[config.mk]
export PLATFORM = sky130hd
export DESIGN_NAME = ser_tx
export DESIGN_NICKNAME = d
export VERILOG_FILES = /design/src/rtl/ser_tx_pkg.sv /design/src/rtl/ser_tx_phase.sv /design/src/rtl/ser_tx_shift.sv /design/src/rtl/ser_tx_ddr.sv /design/src/rtl/ser_tx_sdr.sv /design/src/rtl/ser_tx.sv
export SDC_FILE = /design/constraint.sdc
export NUM_CORES = 1
export LEC_CHECK = 0
export BUFFER_PORTS_ARGS = -buffer_cell sky130_fd_sc_hd__buf_2
export CAP_MARGIN = 20
export CORE_MARGIN = 2
export CORE_UTILIZATION = 53
export DETAILED_ROUTE_END_ITERATION = 10
export GPL_ROUTABILITY_DRIVEN = 0
export HOLD_SLACK_MARGIN = 0.03
export PLACE_DENSITY = 0.75
export SLEW_MARGIN = 40
export SYNTH_ARGS = -nofsm -noshare
export SYNTH_HDL_FRONTEND = slang
export SYNTH_SLANG_ARGS = --single-unit
[constraint.sdc]
create_clock -name bit_clk -period 1.4 [get_ports bit_clk]
set_input_delay 0 -clock bit_clk [delete_from_list [all_inputs] [get_ports bit_clk]]
set_output_delay 0 -clock bit_clk [all_outputs]
set_load 0.01 [all_outputs]
[src/rtl/ser_tx_pkg.sv]
`timescale 1ns/1ps
package ser_tx_pkg;
  localparam int SER_MAX_W = 10;

  typedef enum logic [1:0] {
    MODE_SDR,
    MODE_DDR,
    MODE_SHIFT
  } ser_mode_e;

  function automatic ser_mode_e mode_of(input int factor);
    if (factor == 1) return MODE_SDR;
    if (factor == 2) return MODE_DDR;
    return MODE_SHIFT;
  endfunction
endpackage

[src/rtl/ser_tx_phase.sv]
module ser_tx_phase #(
  parameter int FACTOR = 10,
  localparam int PW = (FACTOR > 1) ? $clog2(FACTOR) : 1
) (
  input  logic bit_clk,
  input  logic rst,
  input  logic core_clk,
  output logic cap_en,
  output logic load_en
);
  localparam logic [PW-1:0] LAST = PW'(FACTOR - 1);

  logic          core_q;
  logic          core_q2;
  logic [PW-1:0] phase_q;

  always_ff @(posedge bit_clk) begin
    if (rst) begin
      core_q  <= 1'b0;
      core_q2 <= 1'b0;
    end else begin
      core_q  <= core_clk;
      core_q2 <= core_q;
    end
  end

  assign cap_en = core_q & ~core_q2;

  always_ff @(posedge bit_clk) begin
    if (rst) begin
      phase_q <= '0;
    end else if (cap_en) begin
      phase_q <= LAST;
    end else if (phase_q == LAST) begin
      phase_q <= '0;
    end else begin
      phase_q <= phase_q + 1'b1;
    end
  end

  assign load_en = (phase_q == LAST);
endmodule

[src/rtl/ser_tx_shift.sv]
module ser_tx_shift #(
  parameter int W = 10
) (
  input  logic         bit_clk,
  input  logic         rst,
  input  logic         cap_en,
  input  logic         load_en,
  input  logic [W-1:0] word_in,
  output logic         bit_nxt,
  output logic         hold_msb
);
  logic [W-1:0] hold_q;
  logic [W-1:0] shf_q;

  always_ff @(posedge bit_clk) begin
    if (rst) begin
      hold_q <= '0;
      shf_q  <= '0;
    end else begin
      if (cap_en) hold_q <= word_in;
      if (load_en) shf_q <= hold_q;
      else         shf_q <= {shf_q[W-2:0], 1'b0};
    end
  end

  assign bit_nxt  = shf_q[W-1];
  assign hold_msb = hold_q[W-1];
endmodule

[src/rtl/ser_tx_ddr.sv]
module ser_tx_ddr (
  input  logic       bit_clk,
  input  logic       rst,
  input  logic       cap_en,
  input  logic       load_en,
  input  logic [1:0] word_in,
  output logic       bit_nxt,
  output logic       hold_msb
);
  logic [1:0] hold_q;
  logic       hi_q;
  logic       lo_q;
  logic       hi_sel_q;

  always_ff @(posedge bit_clk) begin
    if (rst) begin
      hold_q   <= '0;
      hi_q     <= 1'b0;
      lo_q     <= 1'b0;
      hi_sel_q <= 1'b0;
    end else begin
      if (cap_en) hold_q <= word_in;
      if (load_en) begin
        hi_q <= hold_q[1];
        lo_q <= hold_q[0];
      end
      hi_sel_q <= load_en;
    end
  end

  assign bit_nxt  = hi_sel_q ? hi_q : lo_q;
  assign hold_msb = hold_q[1];
endmodule

[src/rtl/ser_tx_sdr.sv]
module ser_tx_sdr #(
  parameter int STAGES = 3
) (
  input  logic bit_clk,
  input  logic rst,
  input  logic bit_in,
  output logic bit_nxt
);
  logic [STAGES-1:0] pipe_q;

  generate
    if (STAGES == 1) begin : g_one
      always_ff @(posedge bit_clk) begin
        if (rst) pipe_q <= '0;
        else     pipe_q <= bit_in;
      end
    end else begin : g_many
      always_ff @(posedge bit_clk) begin
        if (rst) pipe_q <= '0;
        else     pipe_q <= {pipe_q[STAGES-2:0], bit_in};
      end
    end
  endgenerate

  assign bit_nxt = pipe_q[STAGES-1];
endmodule

[src/rtl/ser_tx.sv]
module ser_tx
  import ser_tx_pkg::*;
#(
  parameter int FACTOR = 10,
  parameter int IN_W   = SER_MAX_W
) (
  input  logic            bit_clk,
  input  logic            rst,
  input  logic            core_clk,
  input  logic [IN_W-1:0] par_in,
  output logic            ser_out
);
  localparam ser_mode_e MODE = mode_of(FACTOR);

  logic cap_en;
  logic load_en;
  logic bit_nxt;
  logic hold_msb;

  generate
    if (MODE == MODE_SDR) begin : g_sdr
      assign cap_en   = 1'b0;
      assign load_en  = 1'b0;
      assign hold_msb = 1'b0;
      ser_tx_sdr #(.STAGES(3)) sdr_i (
        .bit_clk (bit_clk),
        .rst     (rst),
        .bit_in  (par_in[0]),
        .bit_nxt (bit_nxt)
      );
    end else begin : g_timed
      ser_tx_phase #(.FACTOR(FACTOR)) phase_i (
        .bit_clk  (bit_clk),
        .rst      (rst),
        .core_clk (core_clk),
        .cap_en   (cap_en),
        .load_en  (load_en)
      );
      if (MODE == MODE_DDR) begin : g_ddr
        ser_tx_ddr ddr_i (
          .bit_clk  (bit_clk),
          .rst      (rst),
          .cap_en   (cap_en),
          .load_en  (load_en),
          .word_in  (par_in[1:0]),
          .bit_nxt  (bit_nxt),
          .hold_msb (hold_msb)
        );
      end else begin : g_shift
        ser_tx_shift #(.W(FACTOR)) shift_i (
          .bit_clk  (bit_clk),
          .rst      (rst),
          .cap_en   (cap_en),
          .load_en  (load_en),
          .word_in  (par_in[FACTOR-1:0]),
          .bit_nxt  (bit_nxt),
          .hold_msb (hold_msb)
        );
      end
    end
  endgenerate

  always_ff @(posedge bit_clk) begin
    if (rst) ser_out <= 1'b0;
    else     ser_out <= bit_nxt;
  end

  logic unused_sig;
  assign unused_sig = ^{par_in, core_clk, cap_en, load_en, hold_msb};
endmodule

==> impl_metrics.tcl, run 1 <==
set metrics [dict create \
    run_status "complete, no violations" \
    p_clk_frac 0.257 \
    switching_share 0.2337 \
    slowest_delay_ns 0.41 \
    ys_seq_area_frac 0.5647 \
    tightestPinTransition_ns 0.4402 \
    drive_gt1_frac 0.1709 \
    total_power_w 0.001268 \
    rows 15 \
    die_area_um2 2162 \
    grt.total_usage 0.1710 \
    clockRootBuffer "clkbuf_4" \
    area_growth_syn_to_layout_pct 21.44 \
    p_leak_nw 0.4884 \
    ys_types 24 \
    max_freq_ghz 0.7892 \
    ff_latch_area_um2 540.5 \
    fin_tns_setup_ns 0 \
    dp_hpwl_um 949.3 \
    htreeDepth 1 \
    hp-class "in -> reg" \
    cp_max_fo 9 \
    clockBufferDepth 2 \
    cts_buffers 3 \
    timing.rr.start "g_timed.phase_i.phase_q[0]$_SDFF_PP0_" \
    path_class "reg -> reg" \
    syn_avg_cell_area_um2 10.18 \
    final_common_cell "dfxtp_1" \
    clkSlewWorstSetupHoldPaths_ns 0.15 \
    vdd_drop_max_mv 0.9395 \
    antenna_found_initial 0 \
    drc 0 \
    die_y_um 46.50 \
    io_buffers 13 \
    slew_headroom 0.7065 \
    crit_path_start "g_timed.phase_i.phase_q[0]$_SDFF_PP0_" \
    fin_nets 133 \
    diodes 0 \
    core-area_um2 1708 \
    hold_start "rst" \
    slowest_stage "dfxtp_1" \
    slew_viol_final 0 \
    fill_cells 142 \
    gr-total-overflow 0 \
    crit_path_start_kind "register" \
    seqPwrFrac 0.644 \
    netlist_area_um2 957.2 \
    fin_skew_ns 0.01193 \
    required_ns 1.61 \
    syn_inst 94 \
    power_frac_comb 0.099 \
    vias 676 \
    ioPinCount 14 \
    cp_top_family "flip-flops" \
    pre_cts_slack_ns 0.1076 \
    min_period_ns 1.267 \
    hold_viol_final 0 \
    final_antenna_net_count 0 \
    cts.sinks 27 \
    start_util 0.5604 \
    crit_chain "ha_1 -> nand3b_4 -> nor2b_4 -> a22o_1" \
    crit_arrival_ns 1.48 \
    cts_setup_buffers 0 \
    fin_crit_sh 0.9050 \
    power_density_nw_per_um2 1091 \
    finalNonFillerCells 142 \
    switchingPower_w 0.0002964 \
    yosysWarnings 0 \
    die-width_um 46.50 \
    power.internal_w 0.0009719 \
    worst-path-buf-inv 0 \
    rsz0062_at_grt "false" \
    insertion_delay_ns 0.31 \
    wl_mm 1.527 \
    viasPerCell 4.761 \
    wl_per_cell_um 10.75 \
    dp_cells 127 \
    multiInputGateArea_um2 381.6 \
    first_iter_violations 5 \
    worst_slack_ns 0.1330 \
    most-common-layout-cells "dfxtp_1 (27), nand2_1 (20), buf_2 (13)" \
    grt_pass1_vias 619 \
    crit_path_end_kind "register" \
    tritoncts "yes" \
    first_pass_iters 2 \
    maxCapViolCount 0 \
    grt_pass1_wl_mm 2.635 \
    setup_viol 0 \
    grt_max_degree 19 \
    synth_seq_cells 27 \
    synthesis.nets 109 \
]
## final timing paths
kind                                                    end  slack, ns  cells past startpoint
max             g_timed.g_shift.shift_i.shf_q[9]$_SDFF_PP0_       0.13                      4
max reg2reg     g_timed.g_shift.shift_i.shf_q[9]$_SDFF_PP0_       0.13                      4
min reg2reg                              ser_out$_SDFF_PP0_       0.46                      1
min          g_timed.g_shift.shift_i.hold_q[6]$_SDFFE_PP0P_       0.08                      2
## area by class of cell
cell class	instances	share of cell area
Clock buffer	3	0.01938
Multi-Input combinational cell	61	0.3283
Timing Repair Buffer	24	0.1507
Clock inverter	1	0.006459
Tap cell	25	0.02691
Sequential cell	27	0.4650
Inverter	1	0.003229
## sequential cells by signal, summed over array words and instances (netlist names)
name	count
g_timed.g_shift.shift_i.hold_q	10
g_timed.phase_i.core_q	1
g_timed.phase_i.core_q2	1
g_timed.g_shift.shift_i.shf_q	10
g_timed.phase_i.phase_q	4
ser_out	1
## per-stage QoR
stage	util	hold WS, ns	area (um2)
final	0.6806	0.08310	1162
after global routing	0.6806	0.08041	1162
after CTS	0.6777	0.07277	1157
after detailed placement	0.5956	0.2325	1017
after global placement	0.5956	0.2126	1017
after floorplan	-	0.1282	957.2
## power by group through the flow
stage	logic, W	registers [W]	clock network (W)
2_1_floorplan	0.0000819	0.000829	0
3_3_place_gp	0.0000982	0.000833	0
3_5_place_dp	0.000102	0.000834	0
4_1_cts	0.000126	0.000817	0.000334
5_1_grt	0.000141	0.000822	0.000370
6_report	0.000126	0.000817	0.000325
## routing by layer
| metal | global-route usage | vias up | share of wire |
|---|---|---|---|
| li1 | - | 365 | - |
| met1 | 0.2313 | 299 | 0.51 |
| met2 | 0.2722 | 10 | 0.45 |
| met3 | 0.04706 | 2 | 0.029 |
| met4 | 0.03429 | 0 | 0.0065 |
| met5 | 0 | - | 0 |
## cells in the mapped netlist
cell type	n	area, um2
nand2b_1	2	12.51
inv_1	1	3.750
and2b_1	1	7.510
nor2_2	1	6.260
nor2b_1	3	18.77
and2_1	1	6.260
nor2b_4	1	13.76
buf_6	2	22.52
xnor2_1	1	8.760
o21ai_0	1	5.000
a21boi_0	1	7.510
nor2_1	1	3.750
dfxtp_1	27	540.5
a22o_1	9	78.83
ha_1	2	25.02
nand2_1	20	75.07
o22ai_1	1	6.260
buf_2	2	10.01
and3b_1	1	8.760
a21oi_1	11	55.05
nand3b_4	1	20.02
nor3b_1	1	7.510
clkbuf_1	1	3.750
nor3_1	2	10.01
## logic make-up (layout without fill, tap and decap cells)
family	count (synthesis)	in the layout	share of synthesized area
and+or+nand+nor	35	35	0.1987
buffers and inverters	6	29	0.04182
xor gates and xnor gates	1	1	0.009152
adders and majority gates	2	2	0.02614
DFF	27	27	0.5647
AOI/OAI and AO/OA	23	23	0.1595
## timing repair
item | 4_1_cts | 5_1_grt
hold buffers | 11 | 0
endpoints found under the setup margin | 0 | 10
endpoints found under the hold margin | 11 | 0
resized for setup | 0 | 1
(Power assumes the default switching activity.)
==> inputs of run 2 (changes only) <==
--- a/config.mk
+++ b/config.mk
@@ -8,11 +8,11 @@
 export BUFFER_PORTS_ARGS = -buffer_cell sky130_fd_sc_hd__buf_2
 export CAP_MARGIN = 20
 export CORE_MARGIN = 2
-export CORE_UTILIZATION = 53
+export CORE_UTILIZATION = 50
 export DETAILED_ROUTE_END_ITERATION = 10
 export GPL_ROUTABILITY_DRIVEN = 0
 export HOLD_SLACK_MARGIN = 0.03
-export PLACE_DENSITY = 0.75
+export PLACE_DENSITY = 0.71
 export SLEW_MARGIN = 40
 export SYNTH_ARGS = -nofsm -noshare
 export SYNTH_HDL_FRONTEND = slang
==> run 2 against run 1 <==
Compared with the run above:
- critical path depth unchanged
- fmax down 0.27%
- total power down 0.68%
- clock power down 2%
- via count up 2.5%
- non-clock buffer count unchanged
- combinational power about the same
- critical path type unchanged
==> impl_metrics.tcl, run 2 (synthesized netlist as in run 1, its figures left out) <==
set metrics [dict create \
    clockRootBuffer "clkbuf_4" \
    final_antenna_net_count 0 \
    final_common_cell "dfxtp_1" \
    clockBufferDepth 2 \
    slew_headroom 0.6946 \
    grt_pass1_vias 632 \
    crit_arrival_ns 1.49 \
    first_pass_iters 4 \
    most-common-layout-cells "dfxtp_1 (27), nand2_1 (20), buf_2 (13)" \
    slowest_delay_ns 0.41 \
    path_class "reg -> reg" \
    required_ns 1.62 \
    hold_viol_final 0 \
    setup_viol 0 \
    slew_viol_final 0 \
    cts.sinks 27 \
    grt_max_degree 19 \
    viasPerCell 4.880 \
    vias 693 \
    grt.total_usage 0.1686 \
    run_status "complete, no violations" \
    rows 15 \
    vdd_drop_max_mv 0.8055 \
    rsz0062_at_grt "false" \
    worst_slack_ns 0.1296 \
    cp_max_fo 9 \
    maxCapViolCount 0 \
    fin_tns_setup_ns 0 \
    first_iter_violations 8 \
    die_y_um 47.76 \
    gr-total-overflow 0 \
    htreeDepth 1 \
    ioPinCount 14 \
    holdWs_ns 0.08402 \
    slowest_stage "dfxtp_1" \
    grt_pass1_wl_mm 2.628 \
    min_period_ns 1.270 \
    drc 0 \
    core-area_um2 1764 \
    dp_hpwl_um 940.9 \
    tightestPinTransition_ns 0.4582 \
    p_leak_nw 0.4895 \
    wl_per_cell_um 10.87 \
    power_density_nw_per_um2 1087 \
    drive_gt1_frac 0.1624 \
    antenna_found_initial 0 \
    fin_crit_sh 0.9074 \
    top_regs "g_timed.g_shift.shift_i.hold_q x10, g_timed.g_shift.shift_i.shf_q x10, g_timed.phase_i.phase_q x4" \
    clkSlewWorstSetupHoldPaths_ns 0.13 \
    diodes 0 \
    area_growth_syn_to_layout_pct 21.05 \
    max_freq_ghz 0.7872 \
    die_area_um2 2281 \
    hp-class "in -> reg" \
    crit_chain "ha_1 -> nand3b_4 -> nor2b_4 -> a22o_1" \
    wl_mm 1.544 \
    insertion_delay_ns 0.31 \
    pre_cts_slack_ns 0.1250 \
    cts_setup_buffers 0 \
    fin_skew_ns 0.002813 \
    cts_buffers 3 \
    start_util 0.5426 \
    die-width_um 47.76 \
    tritoncts "yes" \
    fin_nets 133 \
    crit_path_end_kind "register" \
    io_buffers 13 \
    crit_path_start_kind "register" \
]
## run 2: cell count changes in the layout (fill, tap and decap cells not counted), sizes merged
| cell | delta |
|---|---|
| clkbuf | +1 |
| clkinvlp | -1 |
## run 2: layout make-up
cell class                      instances  area [um2]
Fill cell                             158       605.6
Tap cell                               25       31.28
Inverter                                1       3.754
Timing Repair Buffer                   24       175.2
Multi-Input combinational cell         61       381.6
Clock buffer                            4       26.28
Sequential cell                        27       540.5
## run 2: worst max-delay path, delay by kind of cell, from the launching register on
| family | cells | cell delay [ns] |
|---|---|---|
| fa+ha+maj | 1 | 0.23 |
| flops | 1 | 0.41 |
| compound gates | 1 | 0.25 |
| simple gates | 2 | 0.28 |
## run 2: report_power, final
part | switching (W) | internal (W) | total (W)
clock network | 0.000206 | 0.000111 | 0.000317
registers | 0.0000201 | 0.000797 | 0.000817
logic | 0.0000591 | 0.0000660 | 0.000125
total | 0.000285 | 0.000974 | 0.00126
## run 2: final timing paths
| kind | start | end | slack, ns | depth (start not counted) |
|---|---|---|---|---|
| worst max register to register | g_timed.phase_i.phase_q[0]$_SDFF_PP0_ | g_timed.g_shift.shift_i.shf_q[2]$_SDFF_PP0_ | 0.13 | 4 |
| worst min-delay path | rst | ser_out$_SDFF_PP0_ | 0.08 | 2 |
| worst min register to register | g_timed.g_shift.shift_i.shf_q[9]$_SDFF_PP0_ | ser_out$_SDFF_PP0_ | 0.45 | 1 |
| worst max-delay path | g_timed.phase_i.phase_q[0]$_SDFF_PP0_ | g_timed.g_shift.shift_i.shf_q[2]$_SDFF_PP0_ | 0.13 | 4 |
## run 2: repair_timing
| action | CTS | global route |
|---|---|---|
| hold buffers | 11 | 0 |
| gates resized for setup | 0 | 1 |
| endpoints found under the hold margin | 11 | 0 |
| endpoints found under the setup margin | 0 | 10 |
## run 2: through the flow
| step | area, um2 | std cells | power (W) | utilization |
|---|---|---|---|---|
| 2_1_floorplan | 957.2 | 94 | 0.0009111 | - |
| 3_3_place_gp | 1017 | 127 | 0.0009316 | 0.5766 |
| 3_5_place_dp | 1017 | 127 | 0.0009349 | 0.5766 |
| 5_1_grt | 1159 | 142 | 0.001335 | 0.6567 |
| 6_report | 1159 | 142 | 0.001260 | 0.6567 |
| 4_1_cts | 1154 | 142 | 0.001274 | 0.6539 |
## run 2: per-layer routing
| layer | share of wire | global-route usage |
|---|---|---|
| met4 | 0 | 0.03243 |
| met2 | 0.45 | 0.2613 |
| met5 | 0 | 0 |
| met1 | 0.51 | 0.2243 |
| met3 | 0.041 | 0.06792 |
